File: config.mk
export PLATFORM = sky130hd
export DESIGN_NAME = bch_loc_apply
export DESIGN_NICKNAME = d
export VERILOG_FILES = /design/src/rtl/apl_pkg.sv /design/src/rtl/apl_screen.sv /design/src/rtl/apl_reverse.sv /design/src/rtl/apl_locmap.sv /design/src/rtl/bch_loc_apply.sv
export SDC_FILE = /design/constraint.sdc
export NUM_CORES = 1
export LEC_CHECK = 0
export ABC_AREA = 1
export BUFFER_PORTS_ARGS = -buffer_cell sky130_fd_sc_hd__buf_4
export CORE_AREA = 2 2 276 278
export DETAILED_ROUTE_END_ITERATION = 6
export DIE_AREA = 0 0 278 280
export MAX_ROUTING_LAYER = met4
export PLACE_DENSITY = 0.56
export SYNTH_ARGS = -nofsm -noshare
export SYNTH_HDL_FRONTEND = slang
export SYNTH_SLANG_ARGS = --single-unit
File: constraint.sdc
create_clock -name clk -period 3.64 [get_ports clk]
set_clock_uncertainty 0.1 [all_clocks]
set_input_delay 0.728 -clock clk [delete_from_list [all_inputs] [get_ports clk]]
set_output_delay 0.728 -clock clk [all_outputs]
set_load 0.1 [all_outputs]
File: src/rtl/apl_pkg.sv
package apl_pkg;

    typedef enum logic [2:0] {
        ST_IDLE,
        ST_SCREEN,
        ST_TAKE,
        ST_READ,
        ST_WRITE,
        ST_FINISH
    } apl_state_e;

endpackage

File: src/rtl/apl_screen.sv
// Clean / erased detection over the active byte count of the selected mode.
module apl_screen #(
    parameter int BCH8_BYTES  = 14,
    parameter int BCH16_BYTES = 26,
    parameter int ECC_MAX     = BCH16_BYTES,
    localparam int SYN_W      = ECC_MAX * 8
) (
    input  logic             mode_i,
    input  logic [SYN_W-1:0] syn_i,
    input  logic [SYN_W-1:0] stored_i,
    output logic             clean_o,
    output logic             erased_o
);

    logic [ECC_MAX-1:0] zero_ok;
    logic [ECC_MAX-1:0] ff_ok;

    for (genvar i = 0; i < ECC_MAX; i++) begin : g_byte
        logic active;
        assign active   = mode_i ? (i < BCH16_BYTES) : (i < BCH8_BYTES);
        assign zero_ok[i] = !active || (syn_i[i*8 +: 8] == 8'h00);
        assign ff_ok[i]   = !active || (stored_i[i*8 +: 8] == 8'hFF);
    end

    assign clean_o  = &zero_ok;
    assign erased_o = &ff_ok;

endmodule

File: src/rtl/apl_reverse.sv
// Byte-order reversal of the syndrome; the reserved byte of the short mode
// stays in place.
module apl_reverse #(
    parameter int BCH8_BYTES  = 14,
    parameter int BCH16_BYTES = 26,
    parameter int ECC_MAX     = BCH16_BYTES,
    localparam int SYN_W      = ECC_MAX * 8
) (
    input  logic             mode_i,
    input  logic [SYN_W-1:0] syn_i,
    output logic [SYN_W-1:0] rev_o
);

    for (genvar i = 0; i < ECC_MAX; i++) begin : g_byte
        logic [7:0] short_b;
        logic [7:0] long_b;
        if (i < BCH8_BYTES - 1) begin : g_s_rev
            assign short_b = syn_i[(BCH8_BYTES-2-i)*8 +: 8];
        end else if (i == BCH8_BYTES - 1) begin : g_s_keep
            assign short_b = syn_i[i*8 +: 8];
        end else begin : g_s_zero
            assign short_b = 8'h00;
        end
        if (i < BCH16_BYTES) begin : g_l_rev
            assign long_b = syn_i[(BCH16_BYTES-1-i)*8 +: 8];
        end else begin : g_l_zero
            assign long_b = 8'h00;
        end
        assign rev_o[i*8 +: 8] = mode_i ? long_b : short_b;
    end

endmodule

File: src/rtl/apl_locmap.sv
// Maps a backward-counted bit location to a buffer target.
module apl_locmap #(
    parameter int SECTOR_BYTES = 512,
    parameter int BCH8_BYTES   = 14,
    parameter int BCH16_BYTES  = 26,
    parameter int LOC_W        = 13,
    localparam int SEC_AW      = $clog2(SECTOR_BYTES),
    localparam int ECC_AW      = $clog2(BCH16_BYTES),
    localparam int POS_W       = LOC_W + 2
) (
    input  logic              mode_i,
    input  logic [LOC_W-1:0]  loc_i,
    output logic              in_range_o,
    output logic              to_ecc_o,
    output logic [SEC_AW-1:0] sec_addr_o,
    output logic [ECC_AW-1:0] ecc_addr_o,
    output logic [2:0]        bit_o
);

    logic [POS_W-1:0] limit;
    logic [POS_W-1:0] pos;

    always_comb begin
        limit      = mode_i ? POS_W'(SECTOR_BYTES + BCH16_BYTES)
                            : POS_W'(SECTOR_BYTES + BCH8_BYTES - 1);
        pos        = limit - POS_W'(loc_i >> 3) - POS_W'(1);
        in_range_o = !pos[POS_W-1];
        to_ecc_o   = pos >= POS_W'(SECTOR_BYTES);
        sec_addr_o = pos[SEC_AW-1:0];
        ecc_addr_o = ECC_AW'(pos - POS_W'(SECTOR_BYTES));
        bit_o      = loc_i[2:0];
    end

endmodule

File: src/rtl/bch_loc_apply.sv
module bch_loc_apply
    import apl_pkg::*;
#(
    parameter int SECTOR_BYTES = 512,
    parameter int BCH8_BYTES   = 14,
    parameter int BCH16_BYTES  = 26,
    parameter int LOC_W        = 13,
    parameter int MAX_LOCS     = 16,
    localparam int ECC_MAX     = BCH16_BYTES,
    localparam int SYN_W       = ECC_MAX * 8,
    localparam int SEC_AW      = $clog2(SECTOR_BYTES),
    localparam int ECC_AW      = $clog2(BCH16_BYTES),
    localparam int CNT_W       = $clog2(MAX_LOCS + 1)
) (
    input  logic              clk,
    input  logic              rst_n,
    input  logic              start_i,
    input  logic              mode_i,
    input  logic [SYN_W-1:0]  calc_syn_i,
    input  logic [SYN_W-1:0]  stored_ecc_i,
    output logic              busy_o,
    output logic              rev_valid_o,
    output logic [SYN_W-1:0]  rev_syn_o,
    input  logic              loc_valid_i,
    output logic              loc_ready_o,
    input  logic [LOC_W-1:0]  loc_i,
    input  logic              loc_last_i,
    output logic              sec_rd_o,
    output logic              sec_wr_o,
    output logic [SEC_AW-1:0] sec_addr_o,
    output logic [7:0]        sec_wdata_o,
    input  logic [7:0]        sec_rdata_i,
    output logic              ecc_rd_o,
    output logic              ecc_wr_o,
    output logic [ECC_AW-1:0] ecc_addr_o,
    output logic [7:0]        ecc_wdata_o,
    input  logic [7:0]        ecc_rdata_i,
    output logic              done_o,
    output logic              fail_o,
    output logic [CNT_W-1:0]  fixed_cnt_o
);

    typedef struct packed {
        apl_state_e        st;
        logic              mode;
        logic [SYN_W-1:0]  syn;
        logic [SYN_W-1:0]  stored;
        logic              to_ecc;
        logic [SEC_AW-1:0] sec_addr;
        logic [ECC_AW-1:0] ecc_addr;
        logic [2:0]        bit_idx;
        logic              fin;
        logic [CNT_W-1:0]  taken;
        logic [CNT_W-1:0]  fixed;
        logic              bad;
    } apl_regs_t;

    apl_regs_t q, d;

    logic              clean, erased;
    logic              map_ok, map_ecc;
    logic [SEC_AW-1:0] map_sec_addr;
    logic [ECC_AW-1:0] map_ecc_addr;
    logic [2:0]        map_bit;
    logic              end_now;
    logic [7:0]        flip_mask;

    apl_screen #(
        .BCH8_BYTES (BCH8_BYTES),
        .BCH16_BYTES(BCH16_BYTES),
        .ECC_MAX    (ECC_MAX)
    ) i_screen (
        .mode_i  (q.mode),
        .syn_i   (q.syn),
        .stored_i(q.stored),
        .clean_o (clean),
        .erased_o(erased)
    );

    apl_reverse #(
        .BCH8_BYTES (BCH8_BYTES),
        .BCH16_BYTES(BCH16_BYTES),
        .ECC_MAX    (ECC_MAX)
    ) i_reverse (
        .mode_i(q.mode),
        .syn_i (q.syn),
        .rev_o (rev_syn_o)
    );

    apl_locmap #(
        .SECTOR_BYTES(SECTOR_BYTES),
        .BCH8_BYTES  (BCH8_BYTES),
        .BCH16_BYTES (BCH16_BYTES),
        .LOC_W       (LOC_W)
    ) i_locmap (
        .mode_i    (q.mode),
        .loc_i     (loc_i),
        .in_range_o(map_ok),
        .to_ecc_o  (map_ecc),
        .sec_addr_o(map_sec_addr),
        .ecc_addr_o(map_ecc_addr),
        .bit_o     (map_bit)
    );

    always_comb begin
        d       = q;
        end_now = loc_last_i || (q.taken == CNT_W'(MAX_LOCS - 1));
        unique case (q.st)
            ST_IDLE: begin
                if (start_i) begin
                    d.st     = ST_SCREEN;
                    d.mode   = mode_i;
                    d.syn    = calc_syn_i;
                    d.stored = stored_ecc_i;
                    d.taken  = '0;
                    d.fixed  = '0;
                    d.bad    = 1'b0;
                end
            end
            ST_SCREEN: begin
                d.st = (clean || erased) ? ST_FINISH : ST_TAKE;
            end
            ST_TAKE: begin
                if (loc_valid_i) begin
                    d.taken = q.taken + CNT_W'(1);
                    if (!map_ok) begin
                        d.bad = 1'b1;
                        if (end_now) begin
                            d.st = ST_FINISH;
                        end
                    end else begin
                        d.to_ecc   = map_ecc;
                        d.sec_addr = map_sec_addr;
                        d.ecc_addr = map_ecc_addr;
                        d.bit_idx  = map_bit;
                        d.fin      = end_now;
                        d.st       = ST_READ;
                    end
                end
            end
            ST_READ: begin
                d.st = ST_WRITE;
            end
            ST_WRITE: begin
                d.fixed = q.fixed + CNT_W'(1);
                d.st    = q.fin ? ST_FINISH : ST_TAKE;
            end
            ST_FINISH: begin
                d.st = ST_IDLE;
            end
            default: begin
                d.st = ST_IDLE;
            end
        endcase
    end

    always_ff @(posedge clk or negedge rst_n) begin
        if (!rst_n) begin
            q <= '0;
        end else begin
            q <= d;
        end
    end

    always_comb begin
        flip_mask   = 8'h01 << q.bit_idx;
        busy_o      = (q.st != ST_IDLE);
        rev_valid_o = (q.st == ST_TAKE) || (q.st == ST_READ) || (q.st == ST_WRITE);
        loc_ready_o = (q.st == ST_TAKE);
        sec_rd_o    = (q.st == ST_READ)  && !q.to_ecc;
        ecc_rd_o    = (q.st == ST_READ)  &&  q.to_ecc;
        sec_wr_o    = (q.st == ST_WRITE) && !q.to_ecc;
        ecc_wr_o    = (q.st == ST_WRITE) &&  q.to_ecc;
        sec_addr_o  = q.sec_addr;
        ecc_addr_o  = q.ecc_addr;
        sec_wdata_o = sec_rdata_i ^ flip_mask;
        ecc_wdata_o = ecc_rdata_i ^ flip_mask;
        done_o      = (q.st == ST_FINISH);
        fail_o      = q.bad;
        fixed_cnt_o = q.fixed;
    end

endmodule

### After elaboration in Yosys (flattened, before gate mapping)

Cells that the tools add are included.

| cells by class | value |
|---|---|
| equal/unequal tests | 36 |
| order comparisons | 1 |
| mux-type cells | 42 |
| reduce and logical (&&, ||, !) cells | 72 |
| $add $sub $neg | 5 |
| shift-type cells | 1 |
| bitwise logic cells | 3 |

Operators with widths:

| operator | number |
|---|---|
| 2-to-1 mux 420 bit | 1 |
| equality test 8 bit (second input constant) | 26 |
| logical NOT 8 bit | 26 |
| 2-to-1 mux 8 bit | 26 |
| AND reduction 26 bit | 2 |
| logical OR 1 bit | 28 |
| one-hot mux 5 bit (2 select lines) | 2 |
| XOR 8 bit | 2 |
| greater-or-equal comparator 15 x 10 -> 1 bit (second input constant) | 1 |
| 2-to-1 mux 3 bit | 5 |
| one-hot mux 3 bit (5 select lines) | 1 |
| subtractor 15 x 1 -> 15 bit (second input constant) | 1 |
| subtractor 15 x 10 -> 15 bit | 1 |
| 2-to-1 mux 11 bit | 1 |
| adder 5 x 1 -> 5 bit (second input constant) | 2 |
| 2-to-1 mux 5 bit | 2 |
| AND reduction 3 bit | 3 |
| left shift 1 x 3 -> 8 bit (first input constant) | 1 |
| equality test 3 x 2 -> 1 bit (second input constant) | 2 |
| equality test 3 bit (second input constant) | 2 |
| equality test 5 x 4 -> 1 bit (second input constant) | 1 |
| subtractor 5 x 1 -> 5 bit (second input constant) | 1 |
| logical AND 1 bit | 4 |
| != test 2 bit (second input constant) | 2 |
| 12 further kinds | 17 |

| word-level totals | value |
|---|---|
| logic and storage cells | 172 |
| register bits | 450 |
| input port bits | 451 |
| output and inout bits | 252 |

### Logic depth before layout (Yosys ltp)

| depth | value |
|---|---|
| word-level depth | 7 |
| gate-level depth with buffers | 17 |
| gate-level depth less buffers | 15 |

### By module

A second synthesis with hierarchy kept.

| unflattened totals | value |
|---|---|
| cells, all modules | 3,054 |
| area, all modules | 21,902.3 um^2 |

Modules (own cells, without submodules):

| module | instances | cells each | seq. area each (um^2) | area each (um^2) |
|---|---|---|---|---|
| bch_loc_apply | 1 | 2,001 | 11,260.8 | 17,493.0 |
| apl_reverse | 1 | 564 | 0.0 | 2,235.9 |
| apl_screen | 1 | 369 | 0.0 | 1,495.2 |
| apl_locmap | 1 | 120 | 0.0 | 678.2 |

### Worst setup path before layout

Ideal clock, no wire load.

| path | value |
|---|---|
| path kind | reg-to-output |
| start point | reg q[446] in the netlist's numbering |
| end point | out rev_syn_o[101] |
| path buffers | 2 |
| path slack | -0.214 ns |
| cell stages (with the launch flop) | 5 |
| required time | 2.812 ns |
| arrival time | 3.026 ns |
| cells stage by stage | dfrtp_1 > buf_2 > inv_2 > clkbuf_1 > o21ai_0 |

| between the ends | value |
|---|---|
| word-level cells in the longest chain between the ends | 1 |

RTL lines:

| what | line | text |
|---|---|---|
| from (decl) | bch_loc_apply.sv:58 | `apl_regs_t q, d;` |
| from (signal assigned) | bch_loc_apply.sv:159 | `q <= '0;` |
| from (signal assigned) | bch_loc_apply.sv:161 | `q <= d;` |
| 2-to-1 mux 8 bit | apl_reverse.sv:29 | `assign rev_o[i*8 +: 8] = mode_i ? long_b : short_b;` |
| to (decl) | bch_loc_apply.sv:23 | `output logic [SYN_W-1:0] rev_syn_o,` |

No other way between the ends.

### Final worst setup path

| path | value |
|---|---|
| start point | reg q[446] in the netlist's numbering |
| end point | out rev_syn_o[3] |

The elaborated chain is that of the path after synthesis.

==> run_summary.xml <==
<?xml version="1.0" encoding="UTF-8"?>
<metrics>
  <group name="global_routing">
    <metric name="grt_use_met1" unit="%">26.0</metric>
    <metric name="first_pass_grt_wire_length" unit="mm">118</metric>
    <metric name="busiest_layer" unit="">met2</metric>
    <metric name="grt_max_degree" unit="">152</metric>
    <metric name="gr-total-overflow" unit="">0</metric>
    <metric name="grt_pass1_vias" unit="">19300</metric>
    <metric name="grt_usage" unit="%">20.2</metric>
    <metric name="antenna_violations_before_repair" unit="">8</metric>
    <metric name="grt_util_met3" unit="%">4.11</metric>
    <metric name="grt_util_met2" unit="%">32.5</metric>
  </group>
  <group name="floorplanning">
    <metric name="floorplan.core_area" unit="µm²">75200</metric>
    <metric name="die_height" unit="µm">280</metric>
    <metric name="pin_count" unit="">703</metric>
    <metric name="row_count" unit="">101</metric>
    <metric name="die-width" unit="µm">278</metric>
    <metric name="initial_util" unit="%">28.0</metric>
    <metric name="dieArea" unit="µm²">77800</metric>
  </group>
  <group name="yosys">
    <metric name="avgSynthCellArea" unit="µm²">7.40</metric>
    <metric name="post_synth_num_cell_types" unit="">36</metric>
    <metric name="synth_area" unit="µm²">21000</metric>
    <metric name="sequential_area_share_after_synthesis" unit="%">53.0</metric>
    <metric name="syn-num-nets" unit="">3302</metric>
    <metric name="yosysWarningCount" unit="">0</metric>
    <metric name="syn_inst" unit="">2843</metric>
    <metric name="synth.ff_latch_count" unit="">445</metric>
  </group>
  <group name="timing">
    <metric name="rsz0062_at_grt" unit="">false</metric>
    <metric name="final.period_utilization" unit="%">89.6</metric>
    <metric name="setup-violations-final" unit="">0</metric>
    <metric name="timing.fmax" unit="GHz">0.307</metric>
    <metric name="slew-limit-headroom" unit="%">46.8</metric>
    <metric name="total_negative_slack_for_setup_checks" unit="ns">0</metric>
    <metric name="finalWorstPathRequiredPeriod" unit="ns">3.26</metric>
    <metric name="final-hold-violation-count" unit="">0</metric>
    <metric name="tightest_slew" unit="ns">0.798</metric>
    <metric name="timing_max_transition_violations_final" unit="">0</metric>
  </group>
  <group name="drt">
    <metric name="drc_errors" unit="">0</metric>
    <metric name="drt-wirelength-per-cell" unit="µm">17.4</metric>
    <metric name="detailroute.via_count" unit="">19800</metric>
    <metric name="post_detailed_route_count_of_antenna_violating_nets" unit="">0</metric>
    <metric name="via_per_inst" unit="">4.40</metric>
    <metric name="dr.pass1.iters" unit="">5</metric>
    <metric name="routed_wirelength" unit="mm">78.4</metric>
    <metric name="drtIter0Drc" unit="">1307</metric>
  </group>
  <group name="cts">
    <metric name="latest_clock_arrival_within_the_worst_skew_pair" unit="ns">0.60</metric>
    <metric name="cts_resized" unit="">0</metric>
    <metric name="clock_tree.htree_level_count" unit="">2</metric>
    <metric name="cts_post_setup_buffers_inserted" unit="">0</metric>
    <metric name="cts_made_buffers" unit="">51</metric>
    <metric name="cts_tree" unit="">yes</metric>
    <metric name="cts-root-to-sink-buffers" unit="">3</metric>
    <metric name="clk_pin_slew" unit="ns">0.06</metric>
    <metric name="clock-sinks" unit="">445</metric>
    <metric name="clockRootBuffer" unit="">sky130_fd_sc_hd__clkbuf_16</metric>
    <metric name="cts.hold.buffers_added" unit="">0</metric>
  </group>
  <group name="final_layout">
    <metric name="final_nets" unit="">3940</metric>
    <metric name="flow.area_growth_from_synthesis" unit="%">37.4</metric>
    <metric name="finish.utilization" unit="%">38.4</metric>
    <metric name="filler_cells_inserted" unit="">7890</metric>
    <metric name="sequential_cell_area" unit="µm²">11100</metric>
    <metric name="share_of_post_route_cells_with_drive_strength_above_1" unit="%">23.8</metric>
    <metric name="multi_input_comb_area" unit="µm²">8340</metric>
  </group>
  <group name="placement">
    <metric name="buffer_ports.inserted" unit="">702</metric>
    <metric name="globalplace.congestion" unit="">0.912</metric>
    <metric name="dp_hpwl" unit="mm">59.2</metric>
  </group>
  <group name="critical_path">
    <metric name="critical_path.slowest_cell" unit="">sky130_fd_sc_hd__dfrtp_4</metric>
    <metric name="critical_path_arrival" unit="ns">2.43</metric>
    <metric name="start_kind" unit="">flop</metric>
    <metric name="max_stage_delay" unit="ns">0.58</metric>
    <metric name="path_class" unit="">reg2out</metric>
    <metric name="cp_cell_sequence" unit="">clkinv_2, buf_12, nand2_1, nand2_1, buf_4</metric>
    <metric name="crit_path_end_kind" unit="">primary output</metric>
    <metric name="required" unit="ns">2.81</metric>
    <metric name="crit_top_cell" unit="">sky130_fd_sc_hd__nand2_1</metric>
    <metric name="critical_path.max_fanout" unit="">54</metric>
    <metric name="worst-r2r-cell-count" unit="">13</metric>
  </group>
  <group name="flow_run">
    <metric name="max-cap-violations" unit="">0</metric>
  </group>
  <group name="min_path">
    <metric name="path_type_of_the_worst_min_delay_path" unit="">in2async</metric>
  </group>
  <group name="status">
    <metric name="run_status" unit="">complete, no violations</metric>
  </group>
</metrics>
cell usage after synthesis, drive strengths merged:
master | n | area [µm²]
inv | 202 | 758
o211ai | 1 | 12.5
dfrtp | 445 | 11100
a22o | 2 | 17.5
a22oi | 1 | 7.51
or2 | 3 | 18.8
ha | 7 | 87.6
xnor2 | 18 | 158
nor3 | 18 | 90.1
o21ai | 155 | 783
xor2 | 4 | 35.0
buf | 100 | 629
nand2 | 1596 | 6010
clkbuf | 48 | 180
o21a | 1 | 7.51
nand3 | 37 | 185
nand4 | 22 | 138
fa | 1 | 20.0
a211oi | 1 | 7.51
a21oi | 9 | 56.3
nand3b | 2 | 27.5
o22ai | 2 | 12.5
nor2 | 168 | 648
layout by cell type (no fill, tap or decap), drive strengths merged:
cell type  instances
o211ai             1
clkinvlp           1
nand2           1596
o21a               1
xnor2             18
dfrtp            445
nand3b             2
nor3              18
nand4             22
ha                 7
a21oi              9
nor2             168
clkinv             9
bufinv             1
nand3             37
o21ai            155
a22oi              1
o22ai              2
or2                3
inv              202
a22o               2
diode              6
xor2               4
buf              733
clkbuf            80
a211oi             1
fa                 1
final cells by class:
cell class,count,area share (%)
inverter,202,2.66
antenna,6,0.0520
clock buffer,80,5.42
clock inverter,11,0.338
timing repair buffer,733,19.9
tap,978,4.24
multi-input combinational,2048,28.9
sequential,445,38.6
layer usage:
layer | wire (µm) | share of wire (%) | vias up
met2 | 37400 | 48 | 578
li1 | - | - | 9870
met4 | 1810 | 2.3 | 0
met5 | 0 | 0 | -
met3 | 4830 | 6.2 | 103
met1 | 34300 | 44 | 9254
cell families (layout without fill, tap and decap cells):
logic type               after synthesis  after routing  share of synthesized area [%]
AO/OA/AOI/OAI                        172            172                           4.30
XOR/XNOR                              22             22                          0.916
adder cells (fa/ha/maj)                8              8                          0.512
buffers and inverters                350           1026                           7.46
flip-flops                           445            445                           53.0
other                                  0              6                              0
AND/OR/NAND/NOR                     1846           1846                           33.9
state kept, by name, indices dropped and copies added, names as in the netlist:
name,count
fail_o,1
sec_addr_o,9
fixed_cnt_o,5
q,430
path summary, 6_finish.rpt:
kind / to / from / slack (ns)
worst min register to register: q[196] / q[196] / 0.37
max in group asynchronous: q[37] / rst_n / 2.47
worst max register to register: q[11] / q[446] / 0.88
worst max-delay path: rev_syn_o[3] / q[446] / 0.38
worst min-delay path: q[291] / rst_n / 0.03
min in group clk: q[231] / stored_ecc_i[201] / 0.22
metrics by stage:
step / setup slack [ns] / hold slack (ns) / area (µm²) / std cells
after floorplan: -0.168 / 0.332 / 21000 / 2843
after global placement: 0.926 / 0.362 / 27200 / 4406
after detailed placement: 0.872 / 0.365 / 27200 / 4406
after CTS: 0.340 / 0.0384 / 28900 / 4497
after global routing: 0.260 / 0.0513 / 28900 / 4503
final: 0.379 / 0.0312 / 28900 / 4503
worst max-delay path: cells and delay by family, from the launching register on:
| family | cells | cell delay (ns) |
|---|---|---|
| buffers and inverters | 3 | 0.82 |
| and+or+nand+nor | 2 | 0.35 |
| DFF | 1 | 0.58 |
Power is left out: the tool's default activity adds up to more than one toggle a clock period on the data nets, which glitch-free logic cannot reach.
